## config.mk

```make
export PLATFORM = sky130hd
export DESIGN_NAME = awtx_top
export DESIGN_NICKNAME = d
export VERILOG_FILES = /design/src/rtl/awtx_pkg.sv /design/src/rtl/awtx_fifo.sv /design/src/rtl/awtx_framer.sv /design/src/rtl/awtx_serializer.sv /design/src/rtl/awtx_top.sv
export SDC_FILE = /design/constraint.sdc
export NUM_CORES = 1
export LEC_CHECK = 0
export BUFFER_PORTS_ARGS = -buffer_cell sky130_fd_sc_hd__buf_2
export CAP_MARGIN = 20
export CORE_ASPECT_RATIO = 0.6
export CORE_MARGIN = 1
export CORE_UTILIZATION = 40
export DETAILED_ROUTE_END_ITERATION = 10
export GPL_TIMING_DRIVEN = 0
export HOLD_SLACK_MARGIN = 0.1
export SETUP_SLACK_MARGIN = 0.5
export SLEW_MARGIN = 20
export SYNTH_ARGS = -nofsm -noshare
export SYNTH_HDL_FRONTEND = slang
export SYNTH_SLANG_ARGS = --single-unit
```

## constraint.sdc

```tcl
create_clock -name clk -period 10.54 [get_ports clk]
set_input_delay 1.054 -clock clk [delete_from_list [all_inputs] [get_ports clk]]
set_output_delay 1.054 -clock clk [all_outputs]
set_load 0.02 [all_outputs]
```

## src/rtl/awtx_pkg.sv

```systemverilog
package awtx_pkg;

    // Control register; packed so that cfg_in[0] maps to short_fmt
    typedef struct packed {
        logic spare_bit;
        logic even_par;
        logic short_fmt;
    } awtx_cfg_t;

    typedef enum logic {
        ST_REST = 1'b0,
        ST_SEND = 1'b1
    } awtx_state_e;

endpackage

```

## src/rtl/awtx_fifo.sv

```systemverilog
module awtx_fifo #(
    parameter int WIDTH = 32,
    parameter int DEPTH = 8
) (
    input  logic             clk,
    input  logic             rst_n,
    input  logic             push,
    input  logic [WIDTH-1:0] din,
    input  logic             pop,
    output logic [WIDTH-1:0] dout,
    output logic             empty,
    output logic             full
);
    localparam int PW = (DEPTH > 1) ? $clog2(DEPTH) : 1;
    localparam int CW = $clog2(DEPTH + 1);

    typedef struct packed {
        logic [PW-1:0] wp;
        logic [PW-1:0] rp;
        logic [CW-1:0] cnt;
    } fifo_st_t;

    fifo_st_t fs_d, fs_q;
    logic [WIDTH-1:0] mem_q [DEPTH];
    logic do_push, do_pop;

    always_comb begin
        fs_d    = fs_q;
        do_push = push && (fs_q.cnt != CW'(DEPTH));
        do_pop  = pop && (fs_q.cnt != '0);
        if (do_push) begin
            fs_d.wp = (fs_q.wp == PW'(DEPTH - 1)) ? '0 : fs_q.wp + PW'(1);
        end
        if (do_pop) begin
            fs_d.rp = (fs_q.rp == PW'(DEPTH - 1)) ? '0 : fs_q.rp + PW'(1);
        end
        fs_d.cnt = fs_q.cnt + CW'(do_push) - CW'(do_pop);
    end

    always_ff @(posedge clk or negedge rst_n) begin
        if (!rst_n) begin
            fs_q <= '0;
        end else begin
            fs_q <= fs_d;
        end
    end

    always_ff @(posedge clk) begin
        if (do_push) begin
            mem_q[fs_q.wp] <= din;
        end
    end

    assign dout  = mem_q[fs_q.rp];
    assign empty = (fs_q.cnt == '0);
    assign full  = (fs_q.cnt == CW'(DEPTH));

    // a write into a full buffer without a read leaves the count unchanged
    p_no_overflow_r11: assert property (@(posedge clk) disable iff (!rst_n)
        (full && push && !pop) |=> (fs_q.cnt == CW'(DEPTH)));

    // the count never exceeds the depth
    p_count_bound_r11: assert property (@(posedge clk) disable iff (!rst_n)
        fs_q.cnt <= CW'(DEPTH));

endmodule

```

## src/rtl/awtx_framer.sv

```systemverilog
module awtx_framer
    import awtx_pkg::*;
#(
    parameter int LONG_BITS  = 32,
    parameter int SHORT_BITS = 25,
    parameter int LABEL_BITS = 8,
    localparam int NW        = $clog2(LONG_BITS + 1)
) (
    input  logic [LONG_BITS-1:0] word,
    input  awtx_cfg_t            cfg,
    output logic [LONG_BITS-1:0] seq,
    output logic [NW-1:0]        nbits
);
    localparam logic [LONG_BITS-1:0] SHORT_MASK =
        {{(LONG_BITS - SHORT_BITS){1'b0}}, {SHORT_BITS{1'b1}}};

    logic [LONG_BITS-1:0] body;
    logic                 data_x;
    logic                 last_bit;
    logic                 pbit;

    // seq[i] is the i-th bit on the wire: reversed label, then the rest ascending
    for (genvar i = 0; i < LONG_BITS; i++) begin : g_pos
        if (i < LABEL_BITS) begin : g_label
            assign body[i] = word[LABEL_BITS-1-i];
        end else begin : g_data
            assign body[i] = word[i];
        end
    end

    always_comb begin
        data_x   = cfg.short_fmt ? ^word[SHORT_BITS-2:0] : ^word[LONG_BITS-2:0];
        last_bit = cfg.short_fmt ? word[SHORT_BITS-1] : word[LONG_BITS-1];
        if (cfg.spare_bit) begin
            pbit = last_bit;
        end else if (cfg.even_par) begin
            pbit = data_x;
        end else begin
            pbit = ~data_x;
        end

        if (cfg.short_fmt) begin
            seq                 = body & SHORT_MASK;
            seq[SHORT_BITS-1]   = pbit;
            nbits               = NW'(SHORT_BITS);
        end else begin
            seq                 = body;
            seq[LONG_BITS-1]    = pbit;
            nbits               = NW'(LONG_BITS);
        end
    end

endmodule

```

## src/rtl/awtx_serializer.sv

```systemverilog
module awtx_serializer
    import awtx_pkg::*;
#(
    parameter int LONG_BITS = 32,
    parameter int GAP_BITS  = 4,
    localparam int NW       = $clog2(LONG_BITS + 1),
    localparam int GW       = $clog2(2 * GAP_BITS + 1)
) (
    input  logic                 clk,
    input  logic                 rst_n,
    input  logic                 half_tick,
    input  logic                 tx_en,
    input  logic                 avail,
    input  logic [LONG_BITS-1:0] seq,
    input  logic [NW-1:0]        nbits,
    output logic                 pop,
    output logic                 sending,
    output logic                 line_hi,
    output logic                 line_lo
);
    typedef struct packed {
        awtx_state_e          state;
        logic [LONG_BITS-1:0] shreg;
        logic [NW-1:0]        left;
        logic                 phase;
        logic [GW-1:0]        gap;
        logic                 hi;
        logic                 lo;
    } ser_st_t;

    ser_st_t sr_d, sr_q;

    always_comb begin
        sr_d = sr_q;
        pop  = 1'b0;
        if (half_tick) begin
            case (sr_q.state)
                ST_REST: begin
                    sr_d.hi = 1'b0;
                    sr_d.lo = 1'b0;
                    if (sr_q.gap != '0) begin
                        sr_d.gap = sr_q.gap - GW'(1);
                    end else if (tx_en && avail) begin
                        pop        = 1'b1;
                        sr_d.state = ST_SEND;
                        sr_d.shreg = seq;
                        sr_d.left  = nbits;
                        sr_d.hi    = seq[0];
                        sr_d.lo    = ~seq[0];
                        sr_d.phase = 1'b1;
                    end
                end
                default: begin
                    if (sr_q.phase) begin
                        sr_d.hi    = 1'b0;
                        sr_d.lo    = 1'b0;
                        sr_d.phase = 1'b0;
                        sr_d.shreg = sr_q.shreg >> 1;
                        sr_d.left  = sr_q.left - NW'(1);
                        if (sr_q.left == NW'(1)) begin
                            sr_d.state = ST_REST;
                            sr_d.gap   = GW'(2 * GAP_BITS);
                        end
                    end else begin
                        sr_d.hi    = sr_q.shreg[0];
                        sr_d.lo    = ~sr_q.shreg[0];
                        sr_d.phase = 1'b1;
                    end
                end
            endcase
        end
    end

    always_ff @(posedge clk or negedge rst_n) begin
        if (!rst_n) begin
            sr_q <= '0;
        end else begin
            sr_q <= sr_d;
        end
    end

    assign sending = (sr_q.state == ST_SEND);
    assign line_hi = sr_q.hi;
    assign line_lo = sr_q.lo;

    // the two legs are never driven high together
    p_legs_exclusive_r2: assert property (@(posedge clk) disable iff (!rst_n)
        !(line_hi && line_lo));

    // in the first half of a bit exactly one leg is high
    p_first_half_r2: assert property (@(posedge clk) disable iff (!rst_n)
        (sending && sr_q.phase) |-> $onehot({line_hi, line_lo}));

    // in the second half of a bit both legs are low
    p_second_half_r2: assert property (@(posedge clk) disable iff (!rst_n)
        (sending && !sr_q.phase) |-> (!line_hi && !line_lo));

    // between words the line carries nulls only
    p_rest_null_r8: assert property (@(posedge clk) disable iff (!rst_n)
        !sending |-> (!line_hi && !line_lo));

    // a running gap is never cut short by a waiting word
    p_gap_held_r9: assert property (@(posedge clk) disable iff (!rst_n)
        (!sending && sr_q.gap != '0) |=> !sending);

    // with the enable low no word begins
    p_hold_off_r10: assert property (@(posedge clk) disable iff (!rst_n)
        (!sending && !tx_en) |=> !sending);

endmodule

```

## src/rtl/awtx_top.sv

```systemverilog
module awtx_top
    import awtx_pkg::*;
#(
    parameter int DEPTH      = 8,
    parameter int LONG_BITS  = 32,
    parameter int SHORT_BITS = 25,
    parameter int LABEL_BITS = 8,
    parameter int GAP_BITS   = 4
) (
    input  logic                 clk,
    input  logic                 rst_n,
    input  logic                 half_tick,
    input  logic                 cfg_wr,
    input  logic [2:0]           cfg_in,
    input  logic                 wr_en,
    input  logic [LONG_BITS-1:0] wr_word,
    input  logic                 tx_en,
    output logic                 ready,
    output logic                 full,
    output logic                 line_hi,
    output logic                 line_lo
);
    localparam int NW = $clog2(LONG_BITS + 1);

    awtx_cfg_t cfg_d, cfg_q;

    logic [LONG_BITS-1:0] head_word;
    logic [LONG_BITS-1:0] seq;
    logic [NW-1:0]        nbits;
    logic                 empty;
    logic                 pop;
    logic                 sending;

    always_comb begin
        cfg_d = cfg_q;
        if (cfg_wr) begin
            cfg_d = awtx_cfg_t'(cfg_in);
        end
    end

    always_ff @(posedge clk or negedge rst_n) begin
        if (!rst_n) begin
            cfg_q <= '0;
        end else begin
            cfg_q <= cfg_d;
        end
    end

    awtx_fifo #(
        .WIDTH (LONG_BITS),
        .DEPTH (DEPTH)
    ) u_fifo (
        .clk   (clk),
        .rst_n (rst_n),
        .push  (wr_en),
        .din   (wr_word),
        .pop   (pop),
        .dout  (head_word),
        .empty (empty),
        .full  (full)
    );

    awtx_framer #(
        .LONG_BITS  (LONG_BITS),
        .SHORT_BITS (SHORT_BITS),
        .LABEL_BITS (LABEL_BITS)
    ) u_framer (
        .word  (head_word),
        .cfg   (cfg_q),
        .seq   (seq),
        .nbits (nbits)
    );

    awtx_serializer #(
        .LONG_BITS (LONG_BITS),
        .GAP_BITS  (GAP_BITS)
    ) u_ser (
        .clk       (clk),
        .rst_n     (rst_n),
        .half_tick (half_tick),
        .tx_en     (tx_en),
        .avail     (!empty),
        .seq       (seq),
        .nbits     (nbits),
        .pop       (pop),
        .sending   (sending),
        .line_hi   (line_hi),
        .line_lo   (line_lo)
    );

    assign ready = empty && !sending;

    // while a word is on the wire the block is not ready
    p_busy_not_ready_r12: assert property (@(posedge clk) disable iff (!rst_n)
        (line_hi || line_lo) |-> !ready);

endmodule

```

==> summary.md, run 1 <==
| Metric | Value |
|---|---|
| DR top layer | met4 |
| Hold Buf Count CTS | 0 |
| Core area | 0.0314 mm² |
| Mean routed wirelength per cell | 23.1 µm |
| First-pass GRT wire length | 43,500 µm |
| Hpwl dp | 19,900 µm |
| Clock root cell | clkbuf_16 |
| Number of synthesized flops with an enable pin | 256 |
| Max Cap Violations | 0 |
| PwrDens | 304 mW/mm² |
| Hold Violations, Final | 0 |
| Highest Clock Rate | 0.269 GHz |
| Avg Inst Size Synth | 18.7 µm² |
| GRT Residual Overflow | 0 |
| Async S/R FF share, synth | 18.7% |
| Routed Antenna Nets | 0 |
| Yosys warning total | 0 |
| Register bit total from synthesis | 315 |
| Crit share post-route | 35.3% |
| Setup Crit Path Kind | reg2reg |
| Area growth syn-to-layout | 16.2% |
| Final worst slack | 6.82 ns |
| Critical path's slowest cell | mux2i_1 |
| Clock buffer count from CTS | 29 |
| Max-slew violations | 0 |
| Status | finished, violations left |
| Rows | 50 |
| Worst-Margin Slew | 0.786 ns |
| Final Util | 47.5% |
| Register area | 0.00916 mm² |
| Vias | 6,665 |
| Synthesized instance count | 688 |
| P_int | 3.11 mW |
| Power share of the sequential group | 37.0% |
| Nets | 848 |
| Most numerous cell in the Yosys netlist | edfxtp_1 |
| Comb power frac | 38.7% |
| WL final | 28,400 µm |
| Sw Share | 31.5% |
| Initial antenna violation count | 1 |
| Metal2 WL | 13,000 µm |
| CTS H-tree lvls | 1 |
| GPL Wtd Cong | 0.835 |
| Fillers | 2,592 |
| Startpoint Class | flip-flop |
| Synth Flop Type | edfxtp_1 |
| Setup Fix Bufs, Post-CTS | 0 |
| Clock power share | 24.2% |
| CP Data Required Time | 10.99 ns |
| Register area share after synthesis | 71.3% |
| Die width | 233 µm |
| Vias per cell | 5.41 |
| Placed Cells | 1,178 |
| CTS tree | yes |
| WL met3 | 1780 µm |
| Drt drc | 12 |
| Worst rel slew slack | 47.5% |
| Vias in the first global route | 6,970 |
| P_sw | 1.43 mW |
| Initial Util | 40.9% |
| Die area | 0.0329 mm² |
| Synth top area cells | edfxtp_1 (60%), dfrtp_1 (11%), mux4_2 (11%) |
| HP Class | reg2reg |
| Post-Route Setup TNS | 0 ns |
| Mapped Area | 0.0128 mm² |
| Drt pass-1 iters | 8 |
| M1 WL | 13,200 µm |
| Leak | 5.26 nW |
| Port bufs | 44 |
| # IOs | 45 |
| Fraction of layout cells with a size suffix above 1 | 28.3% |
| Syn nets | 743 |
| Crit-path cells | buf_4 > buf_4 > buf_2 > mux4_2 > mux2i_1 > xor2_1 > xnor2_1 > xnor3_1 > xnor3_1 > mux2i_1 > a221o_1 |
| Sink Count | 315 |
| Yosys top cell area share | 59.8% |
| Pre-CTS WS | 6.92 ns |
| RSZ-0062 raised after global routing | false |
| Worst path max stage delay | 0.48 ns |
| CTS resizes | 0 |
| Max VDD drop | 220 µV |
| Pin count of the biggest net entering global routing | 60 |
| All-Layer GR Usage | 18.0% |
| Clock transition at path regs | 0.07 ns |
| Max FO, Critical Path | 10 |
| Starting DRC count in detailed routing | 640 |
| Later-pin clock latency in the skew report | 0.57 ns |
| Clk buf depth | 3 |
| Setup crit end kind | flip-flop |
| Multi-input gate area | 0.00342 mm² |
| Die Height | 141 µm |
| Minimum clock period | 3.72 ns |
| Most frequent cells after synthesis | edfxtp_1 (256), mux4_2 (61), dfrtp_1 (59) |
| Layout Cells excl Fill | 1,233 |
| Synth area leader | edfxtp_1 |
| Clock Skew | 0.0253 ns |
| Worst path arrival time | 4.17 ns |
| Yosys cell types | 52 |
| Failing checks | design-rule violations |
| Final setup viols | 0 |
-- metrics by stage --
| stage | power (mW) | hold WS, ns | cell area, µm² |
|---|---|---|---|
| 2_1_floorplan | 2.99 | 0.456 | 12800 |
| 3_3_place_gp | 3.38 | 0.470 | 13600 |
| 3_5_place_dp | 3.46 | 0.482 | 13900 |
| 4_1_cts | 4.57 | 0.498 | 14900 |
| 5_1_grt | 4.76 | 0.532 | 14900 |
| 6_report | 4.54 | 0.493 | 14900 |
-- placed cells by master (no fill, tap or decap), types with 4 or more instances in the layout --
master,n
buf_6,8
clkbuf_16,29
xnor2_1,17
edfxtp_1,256
bufinv_16,5
buf_4,22
nor2_1,42
inv_1,12
nand2b_1,7
clkinv_2,7
mux2_2,4
a22oi_1,7
mux2i_1,27
xnor3_1,5
ha_1,13
mux4_2,61
dfrtp_1,59
buf_12,5
nand2_1,29
a21oi_1,17
o21ai_1,24
buf_2,54
mux2i_2,6
o21ai_0,5
a221o_1,14
nor3_2,4
clkbuf_1,15
nor3_1,5
xor2_1,4
-- cell families (layout without fill, tap and decap cells) --
group	after synthesis	in the layout	share of synthesized area, %
fa+ha+maj	14	14	1.42
xor+xnor	30	30	2.89
mux	102	102	14.5
compound gates	76	76	3.82
other cells	0	1	0
simple gates	105	105	3.63
flops	315	315	71.3
buf+inv	46	174	2.41
-- worst max-delay path: cells and delay by family, from the launching register on --
family,cells,cell delay (ns)
mux,3,0.94
compound gates,1,0.30
xor+xnor,4,0.97
flops,1,0.45
buf+inv,3,0.91
-- registers in the layout, summed over array words and instances, names as in the netlist --
name / cells
u_ser.sending: 1
u_fifo.fs_q: 10
cfg_q: 3
u_ser.line_hi: 1
u_fifo.mem_q: 256
u_ser.line_lo: 1
u_ser.sr_q: 43
-- power by group through the flow --
| stage | clock network, mW | registers (mW) | logic, mW |
|---|---|---|---|
| final | 1.10 | 1.68 | 1.76 |
| after detailed placement | 0 | 1.70 | 1.76 |
| after global placement | 0 | 1.71 | 1.67 |
| after CTS | 1.12 | 1.68 | 1.77 |
| after floorplan | 0 | 1.68 | 1.31 |
| after global routing | 1.17 | 1.70 | 1.88 |
-- path summary, 6_finish.rpt --
path	start	cells after the start	endpoint	slack (ns)
worst max-delay path	u_fifo.fs_q[5]$_DFFE_PN0P_	11	u_ser.sr_q[37]$_DFFE_PN0P_	6.82
worst min-delay path	u_ser.sr_q[20]$_DFFE_PN0P_	2	u_ser.sr_q[20]$_DFFE_PN0P_	0.49
worst max register to register	u_fifo.fs_q[5]$_DFFE_PN0P_	11	u_ser.sr_q[37]$_DFFE_PN0P_	6.82
worst min register to register	u_ser.sr_q[20]$_DFFE_PN0P_	2	u_ser.sr_q[20]$_DFFE_PN0P_	0.49
max in group asynchronous	rst_n	1	u_ser.sr_q[18]$_DFFE_PN0P_	9.44
min in group asynchronous	rst_n	1	u_fifo.fs_q[7]$_DFFE_PN0P_	0.56
-- area by class of cell --
cell class              instances  area share [%]
multi-input cells             327            22.9
clock inverters                22            1.75
flip-flops and latches        315            61.4
inverters                      14           0.369
repair buffers                 74            3.39
diodes                          1          0.0168
clock buffers                  32            4.94
plain buffers                  32            1.70
well taps                     416            3.49
-- routing by layer --
metal | up-vias | track usage (%)
li1 | 2919 | -
met1 | 3519 | 26.7
met2 | 192 | 27.8
met3 | 35 | 3.58
met4 | 0 | 3.10
met5 | - | 0
Power figures use the tool's default switching activity.
==> run 2: changes to the inputs <==
- clock period: 10.54 -> 3.8 ns (I/O delays scaled with it)
==> summary.md, run 2 (same netlist as run 1, synthesis figures left out) <==
| Metric | Value |
|---|---|
| Status | finished, violations left |
| Failing checks | design-rule violations |
| Leak | 5.44 nW (+3.5%) |
| Largest register FFs | 256 (unchanged) |
| Area growth syn-to-layout | 20.9% |
| Clock root cell | clkbuf_16 |
| Highest Clock Rate | 0.314 GHz (+17%) |
| Max FO, Critical Path | 10 (unchanged) |
| Met2 usage in global routing | 27.6% (-0.19 points) |
| Die area | 0.0329 mm² (unchanged) |
| Die width | 233 µm (unchanged) |
| Met3 Track Usage GR | 3.66% (+0.081 points) |
| First-pass GRT wire length | 43,900 µm (+0.97%) |
| Cell repeated most along the worst path | buf_12 |
| Max Cap Violations | 0 (unchanged) |
| All-Layer GR Usage | 18.2% (+0.22 points) |
| Initial Util | 40.9% (unchanged) |
| Hold wc startpoint | cfg_wr |
| GRT Residual Overflow | 0 (unchanged) |
| Port bufs | 44 (unchanged) |
| Fillers | 2,558 (-1.3%) |
| Worst hold stages | 2 (unchanged) |
| Commonest non-fill, non-tap cell in the layout | edfxtp_1 |
| Vias | 6,785 (+1.8%) |
| R2R Path Start | u_fifo.fs_q[5]$_DFFE_PN0P_ |
| CTS tree | yes |
| Vias per cell | 5.33 (-1.4%) |
| Final Util | 49.4% (+1.9 points) |
| Clock Skew | 0.00740 ns (-0.0179 ns) |
| Final setup viols | 0 (unchanged) |
| WL final | 28,800 µm (+1.3%) |
| Clk buf depth | 3 (unchanged) |
| Final hold slack | 0.129 ns (-0.365 ns) |
| Worst rel slew slack | 47.4% (-0.14 points) |
| Crit share post-route | 83.9% (+49 points) |
| Number of cells on the worst reg-to-reg path | 11 (unchanged) |
| Critical path's slowest cell | xnor3_2 |
| WP buf/inv | 3 (unchanged) |
| Hpwl dp | 20,000 µm (about the same) |
| Sink Count | 315 (unchanged) |
| Most frequent cells in the layout | edfxtp_1 (256), mux4_2 (61), dfrtp_1 (57) |
| Rows | 50 (unchanged) |
| Crit-path cells | buf_6 > buf_12 > buf_12 > mux4_2 > mux2i_2 > xnor2_1 > xnor2_2 > xnor3_2 > xnor3_1 > mux2i_1 > a221o_1 |
| Starting DRC count in detailed routing | 518 (-19%) |
| CP Data Required Time | 4.24 ns (-6.75 ns) |
| Clock buffer count from CTS | 29 (unchanged) |
| Pre-CTS WS | 0.267 ns (-6.65 ns) |
| Hold EP | cfg_q[0]$_DFFE_PN0P_ |
| Pin count of the biggest net entering global routing | 60 (unchanged) |
| P_sw | 4.09 mW (+190%) |
| Power share of the sequential group | 36.4% (-0.6 points) |
| GPL Wtd Cong | 0.837 (+0.18%) |
| R2R setup slack | 0.61 ns (-6.21 ns) |
| Routed Antenna Nets | 0 (unchanged) |
| Clock transition at path regs | 0.06 ns (about the same) |
| Fraction of layout cells with a size suffix above 1 | 29.0% (+0.66 points) |
| Later-pin clock latency in the skew report | 0.56 ns (about the same) |
| Max-slew violations | 0 (unchanged) |
| Startpoint Class | flip-flop |
| CTS H-tree lvls | 1 (unchanged) |
| Minimum clock period | 3.19 ns (-0.529 ns) |
| Worst path arrival time | 3.63 ns (-0.54 ns) |
| Worst path max stage delay | 0.49 ns (about the same) |
| RSZ-0062 raised after global routing | true |
| Sw Share | 31.9% (+0.40 points) |
| Drt pass-1 iters | 8 (unchanged) |
| Setup Crit Path Kind | reg2reg |
| Comb power frac | 41.2% (+2.5 points) |
| Max VDD drop | 661 µV (+200%) |
| PwrDens | 826 mW/mm² (+170%) |
| Core area | 0.0314 mm² (unchanged) |
| Crit path max-delay family | XOR/XNOR gates |
| HP Class | in2reg |
| Die Height | 141 µm (unchanged) |
| Drt drc | 4 (-8) |
| Met1 Track Usage GR | 27.7% (+0.93 points) |
| Gr busiest metal | met1 |
| Final worst slack | 0.610 ns (-6.21 ns) |
| Hold Violations, Final | 0 (unchanged) |
| Setup crit end kind | flip-flop |
| Reg with most FFs | u_fifo.mem_q |
| RR Endpoint | u_ser.sr_q[37]$_DFFE_PN0P_ |
| Largest regs | u_fifo.mem_q (256), u_ser.sr_q (43), u_fifo.fs_q (10) |
| Nets | 888 (+4.7%) |
| # IOs | 45 (unchanged) |
| Initial antenna violation count | 1 (unchanged) |
| Vias in the first global route | 7,145 (+2.5%) |
| Mean routed wirelength per cell | 22.6 µm (-1.9%) |
| Clock power share | 22.4% (-1.8 points) |
| Worst-Margin Slew | 0.790 ns (+0.00393 ns) |
| P_int | 8.74 mW (+180%) |
run 2: cell count changes in the layout (fill, tap and decap cells not counted), moves of 3 or more:
cell | before | now
buf_2 | 54 | 45
mux2i_4 | 0 | 10
clkinv_1 | 3 | 8
dlygate4sd3_1 | 0 | 38
mux2i_1 | 27 | 13
buf_4 | 22 | 19
buf_8 | 1 | 4
buf_6 | 8 | 15
mux2i_2 | 6 | 10
run 2: per-stage QoR:
step           TNS [ns]  instance area [µm²]  power, mW  cells
4_1_cts               0                15400       12.7   1266
2_1_floorplan     -4.17                12900       8.29    688
6_report              0                15500       12.8   1273
3_3_place_gp    -443.29                13600       9.40   1148
5_1_grt               0                15500       13.4   1273
3_5_place_dp          0                14000       9.64   1174
run 2: final cells by class:
class	instances	area (µm²)	share of cell area (%)
Clock buffer	30	729	4.70
Buffer	32	310	2.00
Clock inverter	24	201	1.30
Tap cell	416	520	3.35
Antenna cell	1	2.50	0.0161
Sequential cell	315	9170	59.0
Timing Repair Buffer	114	961	6.19
Inverter	14	55.1	0.355
Multi-Input combinational cell	327	3580	23.1
run 2: how the worst max path moves through the flow:
stage / end / slack [ns] / start / cells after the start
finish: u_ser.sr_q[37]$_DFFE_PN0P_ / 0.61 / u_fifo.fs_q[5]$_DFFE_PN0P_ / 11
global route: u_ser.sr_q[37]$_DFFE_PN0P_ / 0.48 / u_fifo.fs_q[5]$_DFFE_PN0P_ / 11
CTS: u_ser.sr_q[37]$_DFFE_PN0P_ / 0.50 / u_fifo.fs_q[4]$_DFFE_PN0P_ / 11
detailed placement: u_ser.sr_q[37]$_DFFE_PN0P_ / 0.27 / u_fifo.fs_q[5]$_DFFE_PN0P_ / 11
global placement: u_fifo.mem_q[4][15]$_DFFE_PP_ / -2.82 / u_fifo.fs_q[2]$_DFF_PN0_ / 6
floorplan: u_fifo.mem_q[2][0]$_DFFE_PP_ / -0.04 / u_fifo.fs_q[2]$_DFF_PN0_ / 6
run 2: worst register-to-register path, cell delays in order (launching register included):
cell and delay (ns):
dfrtp_2 0.41, buf_6 0.21, buf_12 0.19, buf_12 0.19, mux4_2 0.32, mux2i_2 0.24
xnor2_1 0.21, xnor2_2 0.15, xnor3_2 0.49, xnor3_1 0.25, mux2i_1 0.11, a221o_1 0.31
run 2: power by group through the flow:
| stage | combinational [mW] | clock, mW | sequential (mW) |
|---|---|---|---|
| finish | 5.28 | 2.88 | 4.68 |
| global route | 5.65 | 3.07 | 4.73 |
| CTS | 5.10 | 2.94 | 4.67 |
| detailed placement | 4.91 | 0 | 4.74 |
| global placement | 4.67 | 0 | 4.73 |
| floorplan | 3.63 | 0 | 4.65 |
run 2: metal layers:
metal | wire, µm | part of all wire (%)
met5 | 0 | 0
met4 | 353 | 1.2
met3 | 1480 | 5.1
met2 | 13000 | 45
met1 | 14000 | 49
run 2: what timing repair did:
action	in CTS	in global routing
buffers inserted	0	6
endpoints found under the hold margin	318	0
endpoints found under the setup margin	2	4
cloned	0	0
hold buffers	38	0
gates resized for setup	18	24
==> run 3: changes to the inputs <==
- clock period: 3.8 -> 2.6 ns (I/O delays scaled with it)
==> summary.md, run 3 (same netlist as run 1, synthesis figures left out) <==
| Metric | Value |
|---|---|
| PwrDens | 1210 mW/mm² (+47%) |
| Rows | 50 (unchanged) |
| Highest Clock Rate | 0.306 GHz (-2.4%) |
| Drt pass-1 iters | 8 (unchanged) |
| Setup crit end kind | flip-flop |
| Final Instance Area | 0.0167 mm² (+7.6%) |
| Final worst slack | -0.667 ns (-1.28 ns) |
| Hpwl dp | 19,500 µm (-2.3%) |
| P_sw | 6.42 mW (+57%) |
| Pin count of the biggest net entering global routing | 60 (unchanged) |
| Worst hold stages | 5 (+3) |
| Die area | 0.0329 mm² (unchanged) |
| PnR Total Power | 20.3 mW (+58%) |
| Initial antenna violation count | 1 (unchanged) |
| Starting DRC count in detailed routing | 633 (+22%) |
| Most frequent cells in the layout | edfxtp_1 (256), mux4_2 (62), dfrtp_1 (57) |
| RR Endpoint | u_ser.sr_q[37]$_DFFE_PN0P_ |
| Clk buf depth | 3 (unchanged) |
| All-Layer GR Usage | 18.1% (-0.076 points) |
| CTS tree | yes |
| Hold EP | u_fifo.fs_q[9]$_DFFE_PN0P_ |
| Final setup viols | 2 (+2) |
| RSZ-0062 raised after global routing | true |
| Vias | 7,111 (+4.8%) |
| Clock transition at path regs | 0.06 ns (about the same) |
| Area growth syn-to-layout | 30.1% |
| CTS H-tree lvls | 1 (unchanged) |
| Mean routed wirelength per cell | 22.5 µm (-0.75%) |
| Final Util | 53.2% (+3.8 points) |
| Post-Route Setup TNS | -1.29 ns (-1.29 ns) |
| Max-slew violations | 0 (unchanged) |
| HP Class | in2reg |
| Routed Antenna Nets | 0 (unchanged) |
| Number of cells on the worst reg-to-reg path | 10 (-1) |
| Sink Count | 315 (unchanged) |
| Placed Cells | 1,169 (-0.43%) |
| Largest register FFs | 256 (unchanged) |
| Startpoint Class | flip-flop |
| Port bufs | 44 (unchanged) |
| Vias per cell | 5.37 (+0.84%) |
| Reg with most FFs | u_fifo.mem_q |
| GPL Wtd Cong | 0.846 (+1.1%) |
| Failing checks | design-rule violations, negative setup slack |
| Fillers | 2,421 (-5.4%) |
| # IOs | 45 (unchanged) |
| Initial Util | 40.9% (unchanged) |
| Minimum clock period | 3.27 ns (+0.0769 ns) |
| Power share of the sequential group | 33.7% (-2.7 points) |
| Fraction of layout cells with a size suffix above 1 | 38.6% (+9.7 points) |
| Die width | 233 µm (unchanged) |
| Setup Crit Path Kind | reg2reg |
| Sw Share | 31.6% (-0.25 points) |
| Max VDD drop | 710 µV (+7.4%) |
| Clock Skew | 0.0231 ns (+0.0157 ns) |
| First-pass GRT wire length | 44,000 µm (+0.14%) |
| Later-pin clock latency in the skew report | 0.57 ns (about the same) |
| R2R Path Start | u_fifo.fs_q[4]$_DFFE_PN0P_ |
| Hold Violations, Final | 0 (unchanged) |
| Die Height | 141 µm (unchanged) |
| Max Cap Violations | 0 (unchanged) |
| Hold wc startpoint | wr_en |
| Leak | 5.94 nW (+9.2%) |
| Vias in the first global route | 7,285 (+2.0%) |
| GRT Residual Overflow | 0 (unchanged) |
| Crit share post-route | 126% (+42 points) |
| Comb power frac | 43.9% (+2.7 points) |
| Worst-Margin Slew | 0.775 ns (-0.0146 ns) |
| Max FO, Critical Path | 6 (-4) |
| Clock root cell | clkbuf_16 |
| Placed Area | 0.0141 mm² (+1.1%) |
| P_int | 13.9 mW (+59%) |
| R2R setup slack | -0.67 ns (-1.28 ns) |
| Worst rel slew slack | 48.3% (+0.98 points) |
| Drt drc | 2 (-2) |
| WL final | 29,700 µm (+3.1%) |
| CP Data Required Time | 3.04 ns (-1.20 ns) |
| Nets | 939 (+5.7%) |
| Worst path arrival time | 3.70 ns (+0.07 ns) |
| Clock buffer count from CTS | 30 (+3.4%) |
| Layout Cells excl Fill | 1,323 (+3.9%) |
| Commonest non-fill, non-tap cell in the layout | edfxtp_1 |
| Status | finished, violations left |
| Largest regs | u_fifo.mem_q (256), u_ser.sr_q (43), u_fifo.fs_q (10) |
| Core area | 0.0314 mm² (unchanged) |
| Clock power share | 22.4% (about the same) |
[run 3: worst max-delay path by stage]
stage | startpoint | endpoint | slack [ns] | cells after the start
3_3_place_gp | u_fifo.fs_q[2]$_DFF_PN0_ | u_fifo.mem_q[0][1]$_DFFE_PP_ | -1.16 | 6
3_5_place_dp | u_fifo.fs_q[5]$_DFFE_PN0P_ | u_ser.sr_q[37]$_DFFE_PN0P_ | -0.95 | 11
2_1_floorplan | u_fifo.fs_q[4]$_DFFE_PN0P_ | u_ser.sr_q[44]$_DFFE_PN0P_ | -0.29 | 9
6_report | u_fifo.fs_q[4]$_DFFE_PN0P_ | u_ser.sr_q[37]$_DFFE_PN0P_ | -0.67 | 10
5_1_grt | u_fifo.fs_q[4]$_DFFE_PN0P_ | u_ser.sr_q[37]$_DFFE_PN0P_ | -0.75 | 10
4_1_cts | u_fifo.fs_q[4]$_DFFE_PN0P_ | u_ser.sr_q[37]$_DFFE_PN0P_ | -0.61 | 11
[run 3: final cells by class]
class,count,area (µm²),area share [%]
diodes,1,2.50,0.0150
plain buffers,32,412,2.46
clock buffers,36,835,4.99
clock inverters,18,206,1.24
inverters,14,67.6,0.404
multi-input cells,327,3930,23.5
flip-flops and latches,315,9170,54.9
well taps,416,520,3.12
repair buffers,164,1570,9.41
[run 3: critical path, cell delays in order (launching register included)]
cell,delay (ns)
dfrtp_2,0.42
buf_6,0.14
buf_12,0.13
mux4_2,0.53
mux2i_4,0.28
xnor2_2,0.16
xnor3_4,0.50
xnor3_1,0.23
xnor3_1,0.33
mux2i_1,0.11
a221o_1,0.31
[run 3: power by group through the flow]
| stage | clock [mW] | combinational (mW) | sequential (mW) |
|---|---|---|---|
| after detailed placement | 0 | 7.06 | 6.91 |
| after global placement | 0 | 6.75 | 6.87 |
| after CTS | 4.65 | 8.03 | 6.80 |
| final | 4.55 | 8.90 | 6.83 |
| after floorplan | 0 | 5.45 | 6.81 |
| after global routing | 4.87 | 9.40 | 6.91 |
[run 3: metrics by stage]
step	worst slack, ns	hold slack [ns]
3_5_place_dp	-0.953	0.381
3_3_place_gp	-1.16	0.470
5_1_grt	-0.747	0.185
6_report	-0.667	0.196
4_1_cts	-0.613	0.141
2_1_floorplan	-0.288	-0.0356
[run 3: metal layers]
metal	track usage, %	routed length [µm]
met4	3.03	384
met1	27.0	13900
met2	28.4	13700
met3	3.26	1700
met5	0	0
[run 3: what timing repair did]
item	4_1_cts	5_1_grt
hold endpoints to repair	319	0
buffers inserted	33	22
resized for setup	65	70
cloned	0	4
pin swaps	13	7
hold buffers	40	0
setup endpoints to repair	183	76
